[config.mk]
export PLATFORM = sky130hd
export DESIGN_NAME = strload_seq
export DESIGN_NICKNAME = d
export VERILOG_FILES = /design/src/rtl/strload_pkg.sv /design/src/rtl/strload_size_dec.sv /design/src/rtl/strload_ptr_step.sv /design/src/rtl/strload_acc_merge.sv /design/src/rtl/strload_seq.sv
export SDC_FILE = /design/constraint.sdc
export NUM_CORES = 1
export LEC_CHECK = 0
export BUFFER_PORTS_ARGS = -buffer_cell sky130_fd_sc_hd__buf_4
export CAP_MARGIN = 20
export CORE_MARGIN = 2
export CORE_UTILIZATION = 42
export DETAILED_ROUTE_END_ITERATION = 7
export HOLD_SLACK_MARGIN = 0.06
export PLACE_DENSITY = 0.77
export SYNTH_ARGS = -nofsm -noshare
export SYNTH_HDL_FRONTEND = slang
export SYNTH_SLANG_ARGS = --single-unit
[constraint.sdc]
create_clock -name clk -period 2.8 [get_ports clk]
set_input_delay 0.14 -clock clk [delete_from_list [all_inputs] [get_ports clk]]
set_output_delay 0.14 -clock clk [all_outputs]
set_load 0.1 [all_outputs]
[src/rtl/strload_pkg.sv]
package strload_pkg;
   typedef enum logic [1:0] {
      SZ_BYTE = 2'd0,
      SZ_WORD = 2'd1,
      SZ_DWORD = 2'd2,
      SZ_QWORD = 2'd3
   } elem_sz_t;

   typedef enum logic [1:0] {
      ST_IDLE = 2'd0,
      ST_READ = 2'd1,
      ST_FIN  = 2'd2
   } seq_st_t;
endpackage

[src/rtl/strload_size_dec.sv]
module strload_size_dec
   import strload_pkg::*;
#(
   parameter int LANES = 8
) (
   input  elem_sz_t           sz,
   output logic [LANES-1:0]   lane_mask,
   output logic [3:0]         step
);
   always_comb begin
      unique case (sz)
         SZ_BYTE:  step = 4'd1;
         SZ_WORD:  step = 4'd2;
         SZ_DWORD: step = 4'd4;
         default:  step = 4'd8;
      endcase
   end

   for (genvar i = 0; i < LANES; i++) begin : g_lane
      assign lane_mask[i] = (i < int'(step));
   end
endmodule

[src/rtl/strload_ptr_step.sv]
module strload_ptr_step #(
   parameter int ADDR_W = 16
) (
   input  logic [ADDR_W-1:0] cur,
   input  logic [3:0]        step,
   input  logic              down,
   output logic [ADDR_W-1:0] nxt
);
   localparam int PAD = ADDR_W - 4;
   logic [ADDR_W-1:0] delta;

   assign delta = {{PAD{1'b0}}, step};
   assign nxt   = down ? (cur - delta) : (cur + delta);
endmodule

[src/rtl/strload_acc_merge.sv]
module strload_acc_merge #(
   parameter int LANES = 8
) (
   input  logic [LANES*8-1:0] acc,
   input  logic [LANES*8-1:0] data,
   input  logic [LANES-1:0]   mask,
   output logic [LANES*8-1:0] merged
);
   for (genvar i = 0; i < LANES; i++) begin : g_lane
      assign merged[i*8 +: 8] = mask[i] ? data[i*8 +: 8] : acc[i*8 +: 8];
   end
endmodule

[src/rtl/strload_seq.sv]
module strload_seq
   import strload_pkg::*;
#(
   parameter int ADDR_W  = 16,
   parameter int CNT_W   = 8,
   parameter int DATA_W  = 64,
   parameter bit QUAD_EN = 1'b1
) (
   input  logic              clk,
   input  logic              rst_n,
   input  logic              start,
   input  logic [1:0]        op_size,
   input  logic              op_dir,
   input  logic              op_rep,
   input  logic [ADDR_W-1:0] idx_init,
   input  logic [CNT_W-1:0]  cnt_init,
   input  logic [DATA_W-1:0] acc_init,
   output logic              busy,
   output logic              done,
   output logic [ADDR_W-1:0] idx_q,
   output logic [CNT_W-1:0]  cnt_q,
   output logic [DATA_W-1:0] acc_q,
   output logic              rd_req,
   output logic [ADDR_W-1:0] rd_addr,
   output logic [1:0]        rd_size,
   input  logic              rd_valid,
   input  logic [DATA_W-1:0] rd_data
);
   localparam int LANES = DATA_W / 8;
   localparam logic [CNT_W-1:0] CNT_ONE = CNT_W'(1);

   if (ADDR_W < 4) begin : g_chk_addr
      $error("strload_seq: ADDR_W must be at least 4");
   end
   if (CNT_W < 1) begin : g_chk_cnt
      $error("strload_seq: CNT_W must be at least 1");
   end
   if (DATA_W != (QUAD_EN ? 64 : 32)) begin : g_chk_data
      $error("strload_seq: DATA_W must be 64 with quadwords, else 32");
   end

   seq_st_t           st_q;
   elem_sz_t          sz_q;
   elem_sz_t          sz_norm;
   logic              dir_q;
   logic              rep_q;
   logic              accept;
   logic              launch;
   logic [LANES-1:0]  mask;
   logic [3:0]        step;
   logic [ADDR_W-1:0] idx_nxt;
   logic [DATA_W-1:0] acc_nxt;

   if (QUAD_EN) begin : g_quad
      assign sz_norm = elem_sz_t'(op_size);
   end else begin : g_noquad
      assign sz_norm = (elem_sz_t'(op_size) == SZ_QWORD) ? SZ_DWORD : elem_sz_t'(op_size);
   end

   strload_size_dec #(.LANES(LANES)) u_dec (
      .sz        (sz_q),
      .lane_mask (mask),
      .step      (step)
   );

   strload_ptr_step #(.ADDR_W(ADDR_W)) u_ptr (
      .cur  (idx_q),
      .step (step),
      .down (dir_q),
      .nxt  (idx_nxt)
   );

   strload_acc_merge #(.LANES(LANES)) u_merge (
      .acc    (acc_q),
      .data   (rd_data),
      .mask   (mask),
      .merged (acc_nxt)
   );

   assign busy    = (st_q != ST_IDLE);
   assign done    = (st_q == ST_FIN);
   assign rd_req  = (st_q == ST_READ);
   assign rd_addr = idx_q;
   assign rd_size = sz_q;
   assign launch  = start && (st_q == ST_IDLE);
   assign accept  = rd_req && rd_valid;

   always_ff @(posedge clk) begin
      if (!rst_n) begin
         st_q  <= ST_IDLE;
         sz_q  <= SZ_BYTE;
         dir_q <= 1'b0;
         rep_q <= 1'b0;
         idx_q <= '0;
         cnt_q <= '0;
         acc_q <= '0;
      end else begin
         unique case (st_q)
            ST_IDLE: begin
               if (launch) begin
                  sz_q  <= sz_norm;
                  dir_q <= op_dir;
                  rep_q <= op_rep;
                  idx_q <= idx_init;
                  cnt_q <= cnt_init;
                  acc_q <= acc_init;
                  st_q  <= (op_rep && (cnt_init == '0)) ? ST_FIN : ST_READ;
               end
            end
            ST_READ: begin
               if (accept) begin
                  idx_q <= idx_nxt;
                  acc_q <= acc_nxt;
                  if (rep_q) begin
                     cnt_q <= cnt_q - CNT_ONE;
                     if (cnt_q == CNT_ONE) st_q <= ST_FIN;
                  end else begin
                     st_q <= ST_FIN;
                  end
               end
            end
            default: st_q <= ST_IDLE;
         endcase
      end
   end

   AST_REQ_HOLD: assert property (@(posedge clk) disable iff (!rst_n)
      (rd_req && !rd_valid) |=> (rd_req && $stable(rd_addr) && $stable(rd_size)));
   AST_IDX_ON_ACCEPT: assert property (@(posedge clk) disable iff (!rst_n)
      (busy && !accept) |=> $stable(idx_q));
   AST_CNT_DEC: assert property (@(posedge clk) disable iff (!rst_n)
      (accept && rep_q) |=> (cnt_q == $past(cnt_q) - CNT_ONE));
   AST_ZERO_SKIP: assert property (@(posedge clk) disable iff (!rst_n)
      (launch && op_rep && (cnt_init == '0)) |=> (done && !rd_req));
   AST_DONE_ONE: assert property (@(posedge clk) disable iff (!rst_n)
      done |=> !done);
   AST_SINGLE_CNT: assert property (@(posedge clk) disable iff (!rst_n)
      (accept && !rep_q) |=> (done && $stable(cnt_q)));
endmodule

; ---- After elaboration in Yosys (flattened, before gate mapping)
; Cells that the tools add are included.
[word_totals]
register_bits = 94
inputBits = 160
out_inout_bits = 109
wordCells = 88
[op_classes]
addsub = 3
n_lt_le_gt_ge = 8
eq_ne = 17
muxes = 26
n_reduce_logical = 20
[op_table]
columns = op, count
row1 = 2-to-1 mux 64 bit, 2
row2 = case mux 64 bit (2 select lines), 1
row3 = 2-to-1 mux 8 bit, 11
row4 = 2-to-1 mux 16 bit, 3
row5 = AND reduction 4 bit, 9
row6 = case mux 16 bit (2 select lines), 1
row7 = != test 2 x 1 -> 1 bit (second input constant), 10
row8 = adder 16 x 4 -> 16 bit, 1
row9 = < comparator 3 x 4 -> 1 bit (first input constant), 4
row10 = case mux 8 bit (2 select lines), 1
row11 = subtractor 16 x 4 -> 16 bit, 1
row12 = case mux 4 bit (3 select lines), 1
row13 = 2-to-1 mux 2 bit, 5
row14 = equality test 8 x 1 -> 1 bit (second input constant), 1
row15 = zero test 8 bit, 1
row16 = < comparator 1 x 4 -> 1 bit (first input constant), 2
row17 = < comparator 2 x 4 -> 1 bit (first input constant), 2
row18 = subtractor 8 x 1 -> 8 bit (second input constant), 1
row19 = AND reduction 3 bit, 2
row20 = equality test 2 x 1 -> 1 bit (second input constant), 2
row21 = equality test 2 bit (second input constant), 2
row22 = zero test 2 bit, 2
row23 = case mux 2 bit (2 select lines), 1
row24 = nonzero test 2 bit, 2
row25 = 4 further kinds, 6

; ---- Longest topological paths before layout
; Gate-level depths: netlist (run 1).
[depth]
depth_word = 6
mapped_depth = 10

; ---- Hierarchy
; Synthesis (run 1) repeated with hierarchy kept, for this count alone.
[unflattened]
hier_cells = 770
hier_area_um2 = 6538.8
[modules_own_cells]
columns = module, n_inst, cells_each, area_each_um2
row1 = strload_seq, 1, 561, 4508.1
row2 = strload_acc_merge, 1, 72, 1051.0
row3 = strload_ptr_step, 1, 124, 902.1
row4 = strload_size_dec, 1, 13, 77.6

; ---- Worst setup path before layout (run 1)
; No wires, ideal clock.
[synth_timing]
path_kind = flip-flop to flip-flop
startpoint = register sz_q[1], in the netlist rd_size[1]
endpoint = register idx_q[7]
setup_time_ns = 0.125
t_arrival_ns = 3.293
required_ns = 2.675
setup_slack_ns = -0.618
stages_incl_launch_ff = 11
cell_sequence = dfxtp_1 > nor2_1 > ha_1 > mux2i_1 > ha_1 > nor2b_1 > o2111ai_1 > a21oi_2 > or3_2 > a211oi_1 > o21ai_0
[synth_via]
elab_chain_len = 6
elab_cells_between_ends = 9
[synth_lines]
columns = item, line
row1 = from (decl), strload_seq.sv:43  ; elem_sz_t sz_q;
row2 = from (signal assigned), strload_seq.sv:101  ; sz_q <= sz_norm;
row3 = equality test 2 bit (tied with other cells), strload_size_dec.sv:11  ; unique case (sz)
row4 = case mux 4 bit (3 select lines) *, strload_size_dec.sv:11
row5 = adder 16 x 4 -> 16 bit or subtractor 16 x 4 -> 16 bit (tied branches), strload_ptr_step.sv:13  ; assign nxt = down ? (cur - delta) : (cur + delta);
row6 = 2-to-1 mux 16 bit *, strload_ptr_step.sv:13
row7 = 2-to-1 mux 16 bit *, strload_seq.sv:111  ; if (accept) begin
row8 = case mux 16 bit (2 select lines) *, strload_seq.sv:98  ; unique case (st_q)
row9 = to (signal assigned), strload_seq.sv:104  ; idx_q <= idx_init;
row10 = to (signal assigned), strload_seq.sv:112  ; idx_q <= idx_nxt;
row11 = to (decl), strload_seq.sv:20  ; output logic [ADDR_W-1:0] idx_q,
; Every way passes the cells marked *; elsewhere a longest branch is shown, timed or not. The select of a mux whose other input is x is not followed.
; A chain may end at the register's enable or synchronous reset.

; ---- Final worst setup path (run 1)
[layout_timing]
startpoint = register sz_q[0], in the netlist rd_size[0]
endpoint = register idx_q[13]
; The elaborated chain is that of the path after synthesis.

==> run metrics, run 1 <==
status=completed; ant diodes=0; Initial DRC Count=between 300 and 400; simple-gate portion of the synthesized area=24.81%; Routed WL=around 18000 um; clk_lat worst skew=between 0.3 and 0.4 ns; Max Slew Vio Count=0; Comb power frac=between 40% and 50%; share of synthesized area occupied by flip-flops and latches=about a third; Worst Hold Class=primary input to flip-flop; Sinks on Clock Net=94; Synth Flop Type=dfxtp_1; XOR/XNOR Fraction of Synth Area=1.298%; cells taking the most area after synthesis=dfxtp_1 35%, o211a_1 12%, nand2_1 12%; CTS Buf Count=9; Pint=~0.0028 W; Routed WL per cell=approximately 16 um; Area Overhead vs Synth=44.79%; crit path max fanout=6; Post-Syn Nets=between 800 and 900; Reg2Reg Launch Point=rd_size[0]; RSZ-0062 raised after global routing=true; most frequent cells in the layout=282 x buf_4, 174 x nand2_1, 92 x dfxtp_1; die height=approximately 120 um; share of cells above drive strength 1=34.63%; area of the mapped netlist=0.005396 mm2; row count=41; CP Launch Point=rd_size[0]; worst-case clock buffer depth=2; CTS tree=done; routed vias=approximately 6k; worst setup path class=flip-flop to flip-flop; Adder-Cell Fraction of Synth Area=approximately 4.8%; fin crit period=about 2.7 ns; first-pass GRT wire length=around 29000 um; Psw=0.002615 W; period utilization=a little over nine tenths; Avg Cell Area, Syn=approximately 8 um2; effective utilization at floorplan=roughly 43%; clock-pin transition on the worst setup and hold timing paths=approximately 0.070 ns; initial antenna violation count=0; vias in the first global route=5675; skew final=0.005957 ns; Clock Tree Root=clkbuf_16; Overflow after GRT=0; cell taking the most area after synthesis=dfxtp_1; Port Buf Inserts=~270; post-synth top area share=a little over a third; Post-DRT Antenna Nets=0; largest family of logic cells by synthesized area=compound AO/OA/AOI/OAI gates; HPWL Detailed=13020 um; R2R cell count=10; hold path start=op_rep; Yosys warnings=0; die area=between 0.01 and 0.015 mm2; Routability Congestion=0.9394; Setup crit start kind=flip-flop; final setup vio count=0; IO Pins=269; WP data arrival=around 3 ns; gr usage total=25.43%; Final Instance Area=~0.008 mm2; vias per inst=about 5.4; sequential fraction of design power=slightly below 30%; Post-synth EDFFs=0; Max transition margin=51.66%; most common cell after layout, fill and taps aside=buf_4; core box area=0.01257 mm2; total power draw=between 0.005 and 0.006 W; dpl cell area=0.007480 mm2; crit path capture type=flip-flop; Max-cap violations=0; H-tree levels=3; Leak=around 4.2 nW; # hold bufs at CTS=0; clock network fraction of total power=between 20 and 25%; measured slew at the worst slew-check pin=approximately 0.72 ns; Die X=117.4 um; switching part of the total=between 40% and 50%; largest net degree at the start of global routing=87; final routed DRC violation total=0; Power Dens Cells=699.2 mW/mm2; depth of the worst hold-timing path=3; Async S/R FF share, synth=0%; Required @ worst endpoint=~3.1 ns; net count of the finished layout=1102; mux share of post-synthesis cell area=less than 1%; Post-Syn Instances=approximately 700; FMAX=0.3729 GHz; Hold Fails Final Rpt=0; post-synthesis compound-gate area fraction=between 20% and 30%; peak supply drop=0.0003607 V; number of library cell types mapped by synthesis=60; number of detailed-route iterations in the first pass=5; register bit total from synthesis=94
[timing repair]
action | 4_1_cts | 5_1_grt
setup endpoints to repair | 0 | 6
resized for setup | 0 | 8
buffers inserted | 0 | 1
[cell usage after synthesis, types with 2 or more instances]
| library cell | number |
|---|---|
| clkbuf_1 | 26 |
| ha_1 | 19 |
| a31oi_1 | 4 |
| mux2i_1 | 3 |
| and3_1 | 3 |
| inv_1 | 12 |
| dfxtp_1 | 94 |
| nand3_1 | 75 |
| o21a_1 | 3 |
| o211a_1 | 66 |
| xnor2_1 | 6 |
| or2_2 | 3 |
| nand2_1 | 175 |
| a41oi_1 | 2 |
| o31ai_1 | 4 |
| o211ai_1 | 13 |
| and2_1 | 5 |
| nand2b_1 | 2 |
| nor2_1 | 24 |
| o2111ai_1 | 2 |
| a22oi_1 | 2 |
| nor3_1 | 6 |
| a21oi_1 | 23 |
| o221ai_1 | 2 |
| o21ai_0 | 24 |
| buf_2 | 17 |
| a21o_1 | 3 |
| a211oi_1 | 3 |
| buf_4 | 17 |
| nor2b_1 | 4 |
| nor4_1 | 3 |
| nand4_1 | 3 |
| xor2_1 | 2 |
| a21oi_2 | 4 |
| a21boi_0 | 9 |
[logic make-up after synthesis]
group / Yosys count
AOI/OAI and AO/OA: 181
xor gates and xnor gates: 8
adders and majority gates: 20
buffers and inverters: 74
DFF: 94
muxes: 3
and+or+nand+nor: 308
[state kept, by name (all words and copies together) (netlist names)]
register / count
st_q: 2
rep_q: 1
cnt_q: 8
rd_size: 2
idx_q: 16
dir_q: 1
acc_q: 64
[critical path, stage by stage, from the launching register on]
cell       delay, ns
dfxtp_4         0.37
nor2b_4         0.19
ha_1            0.28
mux2i_4         0.19
ha_1            0.25
nor2b_1         0.15
o2111ai_2       0.27
a21oi_4         0.11
o32a_4          0.39
and4_4          0.18
o31ai_1         0.22
[power by group through the flow]
stage          Combinational (W)  Clock [W]  Sequential (W)
2_1_floorplan           0.000909          0         0.00274
3_3_place_gp             0.00263          0         0.00164
3_5_place_dp             0.00264          0         0.00165
4_1_cts                  0.00265    0.00121         0.00162
5_1_grt                  0.00279    0.00125         0.00165
6_report                 0.00266    0.00118         0.00162
[final timing paths]
| kind | endpoint | slack (ns) |
|---|---|---|
| worst min register to register | acc_q[22] | 0.50 |
| worst min-delay path | rep_q | 0.07 |
| worst max register to register | idx_q[13] | 0.12 |
| worst max-delay path | idx_q[13] | 0.12 |
[metrics by stage]
step	hold WS (ns)	util [%]	setup WS, ns	cells	setup TNS (ns)
3_5_place_dp	0.4271	59.51	0.06065	1082	0
6_report	0.06727	62.17	0.1182	1099	0
2_1_floorplan	0.2740	-	0.03628	688	0
3_3_place_gp	0.4227	59.51	0.1438	1082	0
5_1_grt	0.06243	62.17	-0.02921	1099	-0.03815
4_1_cts	0.06132	61.74	0.04680	1098	0
[area by class of cell]
| cell class | count | area [um2] |
|---|---|---|
| Fill cell | 1145 | 4755 |
| Multi-Input combinational cell | 520 | 3223 |
| Timing Repair Buffer | 284 | 2157 |
| Sequential cell | 94 | 1889 |
| Clock buffer | 14 | 264.0 |
| Tap cell | 172 | 215.2 |
| Inverter | 13 | 48.80 |
| Clock inverter | 2 | 16.27 |
[metal layers]
| layer | wire (um) | GRT usage [%] | up-vias | part of all wire, % |
|---|---|---|---|---|
| met1 | 7544 | 31.01 | 2764 | 42 |
| met4 | 505 | 10.84 | 0 | 2.8 |
| li1 | - | - | 2908 | - |
| met5 | 0 | 0 | - | 0 |
| met2 | 8504 | 41.85 | 257 | 47 |
| met3 | 1506 | 7.344 | 37 | 8.3 |
Power figures use the tool's default switching activity.
==> run 2, diff against run 1 <==
SETUP_SLACK_MARGIN = 0.2   (was default)
==> run 2 against run 1 <==
Worst setup slack better by 0.063 ns. Critical endpoint is now idx_q[14]. Largest power group unchanged. Non-clock buffer count grew 2. Critical path type unchanged. Sequential cell count unchanged.
==> run metrics, run 2 (same netlist as run 1, synthesis figures left out) <==
HPWL Detailed=13230 um (+1.6%); utilization after layout=63.09% (+0.92 points); Reg2Reg Launch Point=rd_size[0]; met1 Use GR=30.31% (-0.70 points); Max-cap violations=0 (unchanged); ant diodes=0 (unchanged); Top Registers=acc_q: 64 flops, idx_q: 16 flops, cnt_q: 8 flops; gr usage total=25.44% (about the same); Max transition margin=52.72% (+1.1 points); depth of the worst hold-timing path=3 (unchanged); WP data arrival=2.87 ns (-0.07 ns); Worst Hold Class=primary input to flip-flop; CTS Buf Count=9 (unchanged); vias per inst=5.344 (-1.6%); Hold WS=0.07020 ns (+0.002929 ns); clock-pin transition on the worst setup and hold timing paths=0.07 ns (about the same); die height=117.4 um (unchanged); worst setup path class=flip-flop to flip-flop; Post-DRT Antenna Nets=0 (unchanged); core box area=0.01257 mm2 (unchanged); net count of the finished layout=1104 (+0.18%); R2R cell count=10 (unchanged); Initial DRC Count=415 (+20%); hold path start=op_rep; H-tree levels=3 (unchanged); largest net degree at the start of global routing=87 (unchanged); most frequent cells in the layout=282 x buf_4, 174 x nand2_1, 89 x dfxtp_1; R2R Path End=idx_q[14]; row count=41 (unchanged); Area Overhead vs Synth=46.93%; peak supply drop=0.0006299 V (+75%); most common cell after layout, fill and taps aside=buf_4; reg2reg setup slack=0.18 ns (+0.06 ns); initial antenna violation count=0 (unchanged); number of detailed-route iterations in the first pass=4 (-1); Port Buf Inserts=268 (unchanged); Leak=4.281 nW (+0.92%); worst-case clock buffer depth=2 (unchanged); routed vias=5884 (-1.4%); Routability Congestion=0.9234 (-1.7%); Setup crit start kind=flip-flop; Final Instance Area=0.007929 mm2 (+1.5%); Max Slew Vio Count=0 (unchanged); met3 usage=9.436% (+2.1 points); skew final=0.006158 ns (+0.0002003 ns); Routed WL=18110 um (+0.27%); clk_lat worst skew=0.35 ns (about the same); Sinks on Clock Net=94 (unchanged); status=completed; Required @ worst endpoint=3.05 ns (about the same); Routed WL per cell=16.45 um (about the same); Die X=117.4 um (unchanged); Hold Fails Final Rpt=0 (unchanged); Overflow after GRT=0 (unchanged); IO Pins=269 (unchanged); measured slew at the worst slew-check pin=0.7027 ns (-0.01569 ns); first-pass GRT wire length=28410 um (-1.5%); Clock Tree Root=clkbuf_16; final setup vio count=0 (unchanged); Top reg by flops=acc_q; fin crit period=2.619 ns (-0.06310 ns); crit path capture type=flip-flop; Hold EP=rep_q; RSZ-0062 raised after global routing=true; met2 usage=43.35% (+1.5 points); share of cells above drive strength 1=35.84% (+1.2 points); Fin Setup TNS=0 ns (unchanged); FMAX=0.3819 GHz (+2.4%); Power Dens Cells=705.6 mW/mm2 (+0.92%); vias in the first global route=5428 (-4.4%); crit path max fanout=4 (-2); period utilization=93.52% (-2.3 points); final routed DRC violation total=0 (unchanged); effective utilization at floorplan=42.94% (unchanged); global route hottest layer=met2; CTS tree=done; dpl cell area=0.007541 mm2 (+0.82%); die area=0.01377 mm2 (unchanged); Largest register FFs=64 (unchanged)
run 2: routing by layer:
metal | routed length, um | vias to the layer above
met2 | 8891 | 225
met1 | 7326 | 2721
li1 | - | 2918
met3 | 1536 | 20
met5 | 0 | -
met4 | 354 | 0
run 2: how the worst max path moves through the flow:
| stage | startpoint | slack [ns] | depth (start not counted) | to |
|---|---|---|---|---|
| floorplan | rd_size[0] | 0.15 | 10 | idx_q[13] |
| global placement | rd_size[1] | 0.28 | 10 | idx_q[14] |
| detailed placement | rd_size[1] | 0.26 | 10 | idx_q[14] |
| CTS | rd_size[1] | 0.25 | 10 | idx_q[14] |
| global route | rd_size[0] | 0.1 | 10 | idx_q[14] |
| finish | rd_size[0] | 0.18 | 10 | idx_q[14] |
run 2: report_power, final:
| group | internal, W | leakage (nW) | switching, W | total, W |
|---|---|---|---|---|
| combinational | 0.000714 | 3.35 | 0.00198 | 0.00269 |
| clock | 0.000722 | 0.149 | 0.000561 | 0.00128 |
| sequential | 0.00150 | 0.780 | 0.000122 | 0.00162 |
| total | 0.00294 | 4.28 | 0.00266 | 0.00559 |
run 2: cell type report:
class	instances	area, um2
Clock buffer	10	239.0
Clock inverter	6	68.82
Fill cell	1138	4639
Inverter	13	48.80
Multi-Input combinational cell	520	3277
Sequential cell	94	1893
Tap cell	172	215.2
Timing Repair Buffer	286	2187
run 2: timing repair:
item	4_1_cts	5_1_grt
setup buffers	0	5
setup endpoints to repair	0	8
endpoints found under the hold margin	1	0
gates resized for setup	0	4
hold buffers	1	0
run 2: through the flow:
| step | total power, W | std cells | setup WS [ns] |
|---|---|---|---|
| after global routing | 0.005822 | 1101 | 0.09918 |
| after global placement | 0.004305 | 1079 | 0.2835 |
| after floorplan | 0.003676 | 688 | 0.1515 |
| after CTS | 0.005606 | 1096 | 0.2461 |
| final | 0.005595 | 1101 | 0.1813 |
| after detailed placement | 0.004322 | 1079 | 0.2614 |
run 2: critical path, stage by stage, from the launching register on:
cell and delay, ns:
dfxtp_4 0.36, nor2b_4 0.15, ha_4 0.27, mux2i_4 0.06
fa_2 0.36, a21o_1 0.22, a311oi_4 0.36, o211ai_1 0.18
a211oi_1 0.27, a31oi_1 0.07, a22o_1 0.21
